===== src/rtl/bist_txgen_pkg.sv =====
package bist_txgen_pkg;
  localparam logic [1:0] CTL_DATA = 2'b00;
  localparam logic [1:0] CTL_SPEC = 2'b10;
  localparam logic [1:0] CTL_SYNC = 2'b11;
  localparam logic [7:0] SYNC_CHAR = 8'hBC;

  typedef enum logic {PH_RUN = 1'b0, PH_PRE = 1'b1} phase_t;
endpackage


===== src/rtl/bist_lfsr.sv =====
module bist_lfsr #(
  parameter int W = 9,
  parameter int TAP = 5,
  parameter logic [W-1:0] SEED = 9'h001
) (
  input  logic         clk,
  input  logic         rst_n,
  input  logic         load_seed,
  input  logic         step_en,
  output logic [W-1:0] state,
  output logic         wrap
);
  logic [W-1:0] state_q, state_step, state_d;

  assign state_step = {state_q[W-2:0], state_q[W-1] ^ state_q[TAP-1]};
  assign wrap = (state_step == SEED);

  always_comb begin
    state_d = state_q;
    if (load_seed)    state_d = SEED;
    else if (step_en) state_d = state_step;
  end

  always_ff @(posedge clk or negedge rst_n) begin
    if (!rst_n) state_q <= SEED;
    else        state_q <= state_d;
  end

  assign state = state_q;
endmodule


===== src/rtl/bist_pre_cnt.sv =====
module bist_pre_cnt #(
  parameter int LEN = 16,
  localparam int CW = (LEN > 1) ? $clog2(LEN) : 1
) (
  input  logic clk,
  input  logic rst_n,
  input  logic clr,
  input  logic cnt_en,
  output logic first,
  output logic last
);
  logic [CW-1:0] cnt_q, cnt_d;

  assign first = (cnt_q == '0);
  assign last  = (cnt_q == CW'(LEN - 1));

  always_comb begin
    cnt_d = cnt_q;
    if (clr)         cnt_d = '0;
    else if (cnt_en) cnt_d = last ? '0 : cnt_q + 1'b1;
  end

  always_ff @(posedge clk or negedge rst_n) begin
    if (!rst_n) cnt_q <= '0;
    else        cnt_q <= cnt_d;
  end
endmodule


===== src/rtl/bist_char_map.sv =====
module bist_char_map #(
  parameter int W = 9,
  localparam int CW = W - 1
) (
  input  logic [W-1:0]  state,
  output logic [CW-1:0] code,
  output logic [1:0]    ctl
);
  import bist_txgen_pkg::*;

  assign code = state[CW-1:0];
  assign ctl  = state[W-1] ? CTL_DATA : CTL_SPEC;
endmodule


===== src/rtl/bist_txgen.sv =====
module bist_txgen #(
  parameter int DW = 8,
  parameter int TAP = 5,
  parameter int PRE_LEN = 16,
  parameter logic [DW:0] SEED = 9'h001,
  localparam int LW = DW + 1
) (
  input  logic          clk,
  input  logic          rst_n,
  input  logic          cfg_we,
  input  logic          cfg_en,
  input  logic          refclk_mode,
  input  logic [DW-1:0] usr_data,
  input  logic [1:0]    usr_ctl,
  output logic [DW-1:0] tx_char,
  output logic [1:0]    tx_ctl,
  output logic          bist_on,
  output logic          pass_start
);
  import bist_txgen_pkg::*;

  logic          en_q;
  logic [DW-1:0] usr_data_q;
  logic [1:0]    usr_ctl_q;
  phase_t        phase_q, phase_d;
  logic          first_q, first_d;

  logic [LW-1:0] lfsr_state;
  logic          lfsr_wrap, lfsr_load, lfsr_step;
  logic          pre_first, pre_last, pre_clr, pre_en;
  logic [DW-1:0] gen_code;
  logic [1:0]    gen_ctl;
  logic          in_pre, in_run, pass_end;

  assign in_pre   = en_q && (phase_q == PH_PRE);
  assign in_run   = en_q && (phase_q == PH_RUN);
  assign pass_end = in_run && lfsr_wrap;

  // generator control
  assign lfsr_load = !en_q;
  assign lfsr_step = in_run || (in_pre && pre_last);
  assign pre_clr   = !en_q || in_run;
  assign pre_en    = in_pre;

  bist_lfsr #(.W(LW), .TAP(TAP), .SEED(SEED)) u_lfsr (
    .clk(clk), .rst_n(rst_n), .load_seed(lfsr_load), .step_en(lfsr_step),
    .state(lfsr_state), .wrap(lfsr_wrap)
  );

  bist_pre_cnt #(.LEN(PRE_LEN)) u_pre (
    .clk(clk), .rst_n(rst_n), .clr(pre_clr), .cnt_en(pre_en),
    .first(pre_first), .last(pre_last)
  );

  bist_char_map #(.W(LW)) u_map (
    .state(lfsr_state), .code(gen_code), .ctl(gen_ctl)
  );

  // next state
  always_comb begin
    phase_d = phase_q;
    if (!en_q || pass_end)     phase_d = refclk_mode ? PH_PRE : PH_RUN;
    else if (in_pre && pre_last) phase_d = PH_RUN;
    first_d = !en_q || pass_end;
  end

  // registers
  always_ff @(posedge clk or negedge rst_n) begin
    if (!rst_n) en_q <= 1'b0;
    else if (cfg_we) en_q <= cfg_en;
  end

  always_ff @(posedge clk or negedge rst_n) begin
    if (!rst_n) begin
      usr_data_q <= '0;
      usr_ctl_q  <= '0;
      phase_q    <= PH_RUN;
      first_q    <= 1'b1;
    end else begin
      usr_data_q <= usr_data;
      usr_ctl_q  <= usr_ctl;
      phase_q    <= phase_d;
      first_q    <= first_d;
    end
  end

  // output select
  always_comb begin
    if (!en_q) begin
      tx_char = usr_data_q;
      tx_ctl  = usr_ctl_q;
    end else if (phase_q == PH_PRE) begin
      tx_char = SYNC_CHAR;
      tx_ctl  = CTL_SYNC;
    end else begin
      tx_char = gen_code;
      tx_ctl  = gen_ctl;
    end
  end

  assign bist_on    = en_q;
  assign pass_start = en_q && first_q && (phase_q == PH_RUN || pre_first);
endmodule


===== config.mk =====
export PLATFORM = sky130hd
export DESIGN_NAME = bist_txgen
export DESIGN_NICKNAME = d
export VERILOG_FILES = /design/src/rtl/bist_txgen_pkg.sv /design/src/rtl/bist_lfsr.sv /design/src/rtl/bist_pre_cnt.sv /design/src/rtl/bist_char_map.sv /design/src/rtl/bist_txgen.sv
export SDC_FILE = /design/constraint.sdc
export NUM_CORES = 1
export LEC_CHECK = 0
export BUFFER_PORTS_ARGS = -buffer_cell sky130_fd_sc_hd__buf_4
export CAP_MARGIN = 25
export CORE_UTILIZATION = 40
export DETAILED_ROUTE_END_ITERATION = 7
export HOLD_SLACK_MARGIN = 0.05
export PLACE_DENSITY_LB_ADDON = 0.08
export SYNTH_ARGS = -nofsm -noshare
export SYNTH_HDL_FRONTEND = slang
export SYNTH_SLANG_ARGS = --single-unit
export TNS_END_PERCENT = 1

===== constraint.sdc =====
create_clock -name clk -period 2 [get_ports clk]
set_clock_uncertainty 0.2 [all_clocks]
set_input_delay 0.5 -clock clk [delete_from_list [all_inputs] [get_ports clk]]
set_output_delay 0.5 -clock clk [all_outputs]
set_load 0.05 [all_outputs]

; Yosys cells after proc, flatten, opt, wreduce, memory -nomap -nowiden
; Cells that the tools add are included.
[totals]
register_bits = 26
latchBits = 0
ram_bits = 0
rom_bits = 0
in_bits = 15
output_inout_bits = 12
wordCells = 40
memories = 0
[op_classes]
n_addsub = 1
n_mul = 0
div_mod_pow = 0
order_cmp = 0
n_eq_ne = 3
shifts = 0
mux = 13
bitwise_logic = 2
reduce_logical = 14
[op_table]
columns = op, n
row1 = 9-bit 2-to-1 mux, 2
row2 = 8-bit 2-to-1 mux, 2
row3 = 4-bit 2-to-1 mux, 3
row4 = 9-bit by 1-bit == test with 1-bit output (second input constant), 1
row5 = 1-bit logical AND, 6
row6 = 2-bit 2-to-1 mux, 3
row7 = 4-bit by 1-bit adder with 4-bit output (second input constant), 1
row8 = 4-bit == test (second input constant), 1
row9 = 4-bit logical NOT, 1
row10 = 1-bit logical OR, 4
row11 = 2-bit nonzero test, 2
row12 = 1-bit 2-to-1 mux, 3
row13 = 2-bit by 1-bit inequality test with 1-bit output (second input constant), 1
row14 = 1-bit logical NOT, 1
row15 = 1-bit NOT, 1
row16 = 1-bit bitwise XOR, 1

; Longest topological paths before layout
; Gate-level depths: netlist (run 1).
[logic_depth]
word_depth = 5
mapped_depth = 5
depth_no_buf = 4

; Modules after synthesis
; Synthesis (run 1) repeated with hierarchy kept, for this count alone.
[unflattened]
hier_cells = 109
area_unflattened_um2 = 1204.9
[modules_own_cells]
columns = mod, instances, cells_per_inst, area_per_inst_um2, seq_area_each_um2
row1 = bist_txgen, 1, 42, 515.5, 326.6
row2 = bist_lfsr, 1, 34, 397.9, 226.5
row3 = bist_pre_cnt, 1, 22, 216.5, 100.1
row4 = bist_char_map, 1, 11, 75.1, 0.0

; Worst setup path after synthesis (run 1)
; Ideal clock, no wire load.
[synth_timing]
path_kind = register to output
from = register en_q, in the netlist bist_on
to = output port tx_char[0]
arrival_ns = 2.098
required_time_ns = 1.300
setup_slack_ns = -0.798
stages_incl_launch_ff = 4
path_buffers = 2
path_cell_list = dfrtp_1 buf_4 clkbuf_1 o21ai_0
[synth_between]
elab_chain_len = 1
[synth_lines]
columns = item, line
row1 = start: declaration, bist_txgen.sv:22  ; logic en_q;
row2 = start signal: assignment, bist_txgen.sv:70  ; else if (cfg_we) en_q <= cfg_en;
row3 = 8-bit 2-to-1 mux, bist_txgen.sv:89  ; if (!en_q) begin
row4 = end: declaration, bist_txgen.sv:15  ; output logic [DW-1:0] tx_char,
; No other way between the ends.

; Final worst setup path (run 1)
[layout_timing]
from = register en_q, in the netlist bist_on
to = output port tx_char[7]
; Same word-level chain as after synthesis.

==> impl_results.md, run 1 <==
* Failing checks: setup timing
* Clk pin slew, worst setup/hold paths at between 0.1 and 0.15 ns
* DRT Pass-1 Iters at 2
* Layout cell share with drive strength beyond 1 at 0.4507
* Synth unique cells at 25
* Seq cells post-synth at 26
* Fin crit share at 1.030
* Clock buffer depth at 2
* Yosys warning total at 0
* Initial antenna violation count at 0
* Reg area at 655.6 um2
* Cell taking the most area after synthesis: dfrtp_1
* GP Congestion at ~0.74
* Worst-path maximum fanout at 4
* Slew Limit Fails at 0
* HP Class: in2reg
* Power Total at 1.412 mW
* I/O Buffers at 26
* CTS buffer count at 3
* Synthesized area per cell at 10.55 um2
* NumNets Final at 160
* Clock sink count at 26
* Largest net degree at the start of global routing at 27
* H-tree Lvls at 1
* Req. time, crit path at 1.30 ns
* Top cells by area, synth: dfrtp_1 (54%), mux2i_1 (7.2%), dfstp_2 (4.7%)
* RSZ-0062 raised after global routing: yes
* Cell area after synthesis at 1119 um2
* # rows at 18
* Global route total overflow at 0
* Residual DRC at 0
* Chip height at 54.88 um
* Endpoint class of the critical path: output port
* DIE WIDTH at about 55 um
* Sequential area share after synthesis at 0.5839
* Initial cell density of the core at 0.4357
* Leak at 0.7877 nW
* Util after Layout at 0.6501
* Syn nets at 123
* Area of the multi-input gates at 538.0 um2
* Peak Freq at 0.4854 GHz
* Filler cell count at 196
* CTS tree: done
* Worst setup margin at -0.06034 ns
* Most frequent cells in the layout: dfrtp_1 (22), buf_4 (18), inv_1 (14), buf_6 (14), nand2_1 (12)
* P&R area growth vs syn at 49.22%
* Placed Area at 1485 um2
* Post-route ant nets at 0
* Critical path arrival at 1.36 ns
* Tot GR Track Use at 0.1809
* Final Instance Area at 1669 um2
* Maxcap violations at 0
* Vias in the first global route at 838
* Pre-CTS setup slack at 0.1984 ns
* Syn Inst Count at roughly 110
* Setup TNS at -0.3782 ns
* Final setup vio count at 10
* Maximum vdd drop at 0.4835 mV
* Final wirelength at 2.233 mm
* Most common cell after layout, fill and taps aside: dfrtp_1
* Worst-Margin Slew at roughly 0.44 ns
* Root Driver: clkbuf_4
* # diodes at 0
* DR vias/cell at 4.948
* Avg WL per Cell at 12.98 um
* Core Area at ~2600 um2
* Initial DRC count at 7
* Vias at 851
* # IOs at 27
* Tmin final at roughly 2.1 ns
* Worst setup SP type: flop
* First-pass GRT wire length at 3.767 mm
* Die area at approximately 3000 um2
* Pwr per Cell Area at 846.1 nW/um2
* HPWL after detailed placement at 1.610 mm
* Insertion delay to the later sink of the worst-skew pair at 0.32 ns
* Final-report hold violation count at 0
* Max_slew headroom at 0.7053
* Synth top area share at 0.5369
* Status: finished, violations left
* WS Path Type: reg2out
## metrics by stage
stage | hold WS [ns] | std cells
after floorplan | 0.004409 | 106
after global placement | 0.2247 | 163
after detailed placement | 0.2274 | 163
after CTS | 0.05513 | 169
after global routing | 0.05266 | 172
final | 0.07711 | 172
## what timing repair did
| action | 4_1_cts | 5_1_grt |
|---|---|---|
| pin swaps | 5 | 0 |
| endpoints found under the setup margin | 11 | 11 |
| hold buffers | 1 | 3 |
| resized for setup | 24 | 0 |
| buffers inserted | 1 | 0 |
| endpoints found under the hold margin | 24 | 3 |
## per-layer routing
layer / vias to the layer above / wire length (um) / global-route usage
met5: - / 0 / 0
met4: 0 / 23 / 0.06410
met3: 2 / 77 / 0.03333
met2: 16 / 1140 / 0.2992
met1: 421 / 991 / 0.2334
li1: 412 / - / -
## synth_stat cells
cell type,instances
a31o_4,1
a21oi_1,7
ha_1,2
mux2_2,2
buf_4,1
nand4_1,1
and3_1,1
nor2_1,11
clkbuf_1,2
nor2b_1,1
inv_1,14
nand2b_1,2
nand2_2,1
dfrtp_1,24
o22ai_1,2
xnor2_1,2
nor4b_1,1
mux2i_1,8
nand2_1,13
xor2_1,1
dfstp_2,2
nand3_1,3
buf_6,1
nor4_1,1
o21ai_0,2
## flip-flops by register name, indices dropped and copies added, names as in the netlist
signal,count
u_lfsr.state,9
first_q,1
bist_on,1
phase_q,1
u_pre.cnt_q,4
usr_ctl_q,2
usr_data_q,8
## final timing paths
| kind | from | to | slack (ns) | depth (start not counted) |
|---|---|---|---|---|
| setup / recovery | bist_on | tx_char[7] | -0.06 | 4 |
| hold / removal | usr_data[0] | usr_data_q[0] | 0.08 | 1 |
| setup reg to reg | u_pre.cnt_q[0] | u_lfsr.state[0] | 0.35 | 4 |
| hold reg to reg | u_pre.cnt_q[0] | u_pre.cnt_q[0] | 0.35 | 2 |
| max in group asynchronous | rst_n | u_lfsr.state[0] | 0.90 | 2 |
| min in group asynchronous | rst_n | u_pre.cnt_q[2] | 0.40 | 2 |
## critical path, cell delays in order (launching register included)
cell,delay (ns)
dfrtp_2,0.47
nor2b_4,0.15
buf_6,0.13
a21oi_4,0.12
buf_6,0.17
## power breakdown
group	switching, mW	internal (mW)
logic	0.267	0.188
registers	0.0348	0.568
clock network	0.152	0.203
total	0.454	0.959
## cell families (layout without fill, tap and decap cells)
group | after synthesis | after routing | share of synthesized area
AOI/OAI and AO/OA | 12 | 12 | 0.06711
xor gates and xnor gates | 3 | 3 | 0.02349
DFF | 26 | 26 | 0.5839
and+or+nand+nor | 35 | 35 | 0.1410
muxes | 10 | 10 | 0.09172
adders and majority gates | 2 | 2 | 0.02237
buffers and inverters | 18 | 54 | 0.07047
## cell type report
type / instances / area share
clock buffers: 3 / 0.01349
clock inverters: 1 / 0.01799
inverters: 14 / 0.03148
multi-input cells: 62 / 0.3223
flip-flops and latches: 26 / 0.3928
well taps: 30 / 0.02249
repair buffers: 36 / 0.1994
(Power assumes the default switching activity.)
==> run 2, diff against run 1 <==
--- a/config.mk
+++ b/config.mk
@@ -10,8 +10,10 @@
 export CORE_UTILIZATION = 40
 export DETAILED_ROUTE_END_ITERATION = 7
 export HOLD_SLACK_MARGIN = 0.05
+export MAX_ROUTING_LAYER = met4
 export PLACE_DENSITY_LB_ADDON = 0.08
 export SYNTH_ARGS = -nofsm -noshare
 export SYNTH_HDL_FRONTEND = slang
+export SYNTH_HIERARCHICAL = 1
 export SYNTH_SLANG_ARGS = --single-unit
 export TNS_END_PERCENT = 1
==> impl_results.md, run 2 <==
* # diodes at 0 (unchanged)
* Leak at 0.7800 nW (-0.97%)
* Most common cell after layout, fill and taps aside: dfrtp_1
* HPWL after detailed placement at 1.576 mm (-2.1%)
* Synth unique cells at 32 (+28%)
* DIE WIDTH at 56.89 um (+3.7%)
* Clk pin slew, worst setup/hold paths at 0.15 ns (about the same)
* Die area at 3236 um2 (+7.4%)
* Synthesized area per cell at 11.05 um2 (+4.8%)
* Residual DRC at 6 (+6)
* Endpoint class of the critical path: output port
* Worst-path maximum fanout at 2 (-2)
* HP Class: in2reg
* Clock sink count at 26 (unchanged)
* Fin crit share at 1.062 (+0.03161)
* Maxcap violations at 0 (unchanged)
* Chip height at 56.89 um (+3.7%)
* Synth Area in Compound Gates at 0.1163 (+0.04919)
* Failing checks: DRC, setup timing
* Xor/xnor share of the synthesized area at 0.02181 (-0.001683)
* Adder-cell share of the synthesized area at 0.02077 (-0.001603)
* Final setup vio count at 11 (+1)
* Largest family of logic cells by synthesized area: buffers and inverters
* Root Driver: clkbuf_4
* CTS tree: done
* Tmin final at 2.124 ns (+0.06322 ns)
* Top cells by area, synth: dfrtp_1 (50%), mux2i_1 (7.5%), buf_4 (5.6%)
* Seq pwr share at 0.446 (+0.019)
* WS Path Type: reg2out
* Setup TNS at -0.7177 ns (-0.3395 ns)
* Cell area after synthesis at 1205 um2 (+7.7%)
* Pwr per Cell Area at 760.2 nW/um2 (-10%)
* Count leader, synth: dfrtp_1
* Critical path arrival at 1.42 ns (+0.06 ns)
* Clock buffer depth at 2 (unchanged)
* Global route total overflow at 0 (unchanged)
* Switching power at 367.2 uW (-19%)
* Worst reg2reg endpoint: phase_q
* Initial DRC count at 34 (+27)
* Max reg flops at 9 (unchanged)
* Core Area at 2805 um2 (+9.3%)
* CTS buffer count at 3 (unchanged)
* Avg WL per Cell at 13.60 um (+4.8%)
* H-tree Lvls at 1 (unchanged)
* First-pass GRT wire length at 4.057 mm (+7.7%)
* Final wirelength at 2.380 mm (+6.6%)
* Worst setup margin at -0.1236 ns (-0.06322 ns)
* Largest net degree at the start of global routing at 27 (unchanged)
* Most frequent cells in the layout: dfrtp_1 (24), buf_4 (22), buf_6 (14)
* Final-report hold violation count at 0 (unchanged)
* RSZ-0062 raised after global routing: yes
* Initial antenna violation count at 0 (unchanged)
* Insertion delay to the later sink of the worst-skew pair at 0.32 ns (about the same)
* Worst Reg-to-Reg Cells at 5 (+1)
* Post-synthesis simple-gate area fraction at 0.1038 (-0.03710)
* Top post-synthesis cells by count: dfrtp_1 (24), nor2_1 (11), buf_4 (9), inv_1 (9), mux2i_1 (9)
* Req. time, crit path at 1.30 ns (about the same)
* Syn Inst Count at 109 (+2.8%)
* R2R Setup Slk at 0.13 ns (-0.22 ns)
* Synth top area share at 0.4984 (-0.03847)
* P&R area growth vs syn at 37.69%
* NumNets Final at 162 (+1.3%)
* DR vias/cell at 5.040 (+1.9%)
* Cell taking the most area after synthesis: dfrtp_1
* Worst setup SP type: flop
* Layout cell share with drive strength beyond 1 at 0.3819 (-0.06876)
* Seq cells post-synth at 26 (unchanged)
* Post-route ant nets at 0 (unchanged)
* Ys flop type: dfrtp_1
* Multiplexer share of the synthesized area at 0.07477 (-0.01696)
* Sw Share at 0.2912 (-0.03013)
* Tot GR Track Use at 0.1703 (-0.01060)
* GP Congestion at 0.8678 (+17%)
* Maximum vdd drop at 0.3427 mV (-29%)
* Status: finished, violations left
* I/O Buffers at 26 (unchanged)
* Logic gate share of total power at 0.267 (-0.055)
* Vias in the first global route at 853 (+1.8%)
* Beginning of the worst register-to-register path: u_lfsr/state[2]
* Power Total at 1.261 mW (-11%)
* FFs w/ async S/R, synth at 1.000 (unchanged)
* Syn nets at 126 (+2.4%)
* Int Power at 894.0 uW (-6.7%)
* Peak Freq at 0.4709 GHz (-3.0%)
* # IOs at 27 (unchanged)
* Worst Setup SP: u_pre/cnt_q[0]
* CP endpoint: pass_start
* DRT Pass-1 Iters at 8 (+6)
* Clock network power share at 0.288 (+0.037)
* Initial cell density of the core at 0.4295 (-0.006145)
* Slew Limit Fails at 0 (unchanged)
* # rows at 19 (+1)
* Vias at 882 (+3.6%)
* Yosys warning total at 6 (+6)
* Sequential area share after synthesis at 0.5421 (-0.04184)
* Post-synth EDFFs at 0 (unchanged)
==> run 2: cell families after synthesis <==
logic type | after synthesis
DFF | 26
and+or+nand+nor | 25
buffers and inverters | 24
AOI/OAI and AO/OA | 19
muxes | 9
xor gates and xnor gates | 3
adders and majority gates | 2
other | 1
==> run 2: critical path, stage by stage, from the launching register on <==
cell and delay (ns):
dfrtp_1 0.42, inv_2 0.07, ha_4 0.11, nor3b_2 0.14, inv_1 0.07, a21oi_2 0.13, buf_6 0.17
==> run 2: metrics by stage <==
step | worst slack, ns | area, um2 | util | hold slack (ns) | std cells
5_1_grt | -0.1991 | 1659 | 0.5914 | 0.05262 | 175
2_1_floorplan | -0.1344 | 1227 | - | 0.004409 | 109
6_report | -0.1236 | 1659 | 0.5914 | 0.08051 | 175
3_3_place_gp | 0.1313 | 1408 | 0.5018 | 0.2254 | 159
3_5_place_dp | 0.1182 | 1408 | 0.5018 | 0.2292 | 159
4_1_cts | -0.1299 | 1574 | 0.5611 | 0.05440 | 167
==> run 2: routing by layer <==
metal,track usage,part of all wire
met5,-,0
met4,0.06272,0.0063
met3,0.02074,0.046
met2,0.2655,0.49
met1,0.2281,0.46
==> run 2: what timing repair did <==
action	CTS	global route
resized for setup	20	2
hold endpoints to repair	24	7
hold buffers	1	7
pin swaps	9	0
setup buffers	3	1
setup endpoints to repair	11	11
==> run 2: layout make-up <==
type                       instances  area [um2]
clock buffer                       3       22.52
inverter                          11       42.54
multi-input combinational         59       469.2
sequential                        26       653.1
timing repair buffer              44       402.9
fill                             266        1146
tap                               31       38.79
clock inverter                     1       30.03
==> run 2: worst min path at each step <==
stage | from | cells after the start | slack [ns] | to
floorplan | rst_n | 0 | 0.004 | bist_on
global placement | rst_n | 1 | 0.23 | usr_data_q[2]
detailed placement | rst_n | 1 | 0.23 | usr_data_q[2]
CTS | usr_ctl[1] | 1 | 0.05 | usr_ctl_q[1]
global route | usr_data[2] | 1 | 0.05 | usr_data_q[2]
finish | usr_ctl[1] | 1 | 0.08 | usr_ctl_q[1]
==> run 2: power by group through the flow <==
stage | sequential, mW | clock (mW) | combinational [mW]
2_1_floorplan | 0.581 | 0 | 0.191
3_3_place_gp | 0.572 | 0 | 0.286
3_5_place_dp | 0.572 | 0 | 0.288
4_1_cts | 0.563 | 0.379 | 0.324
5_1_grt | 0.565 | 0.398 | 0.356
6_report | 0.562 | 0.363 | 0.336
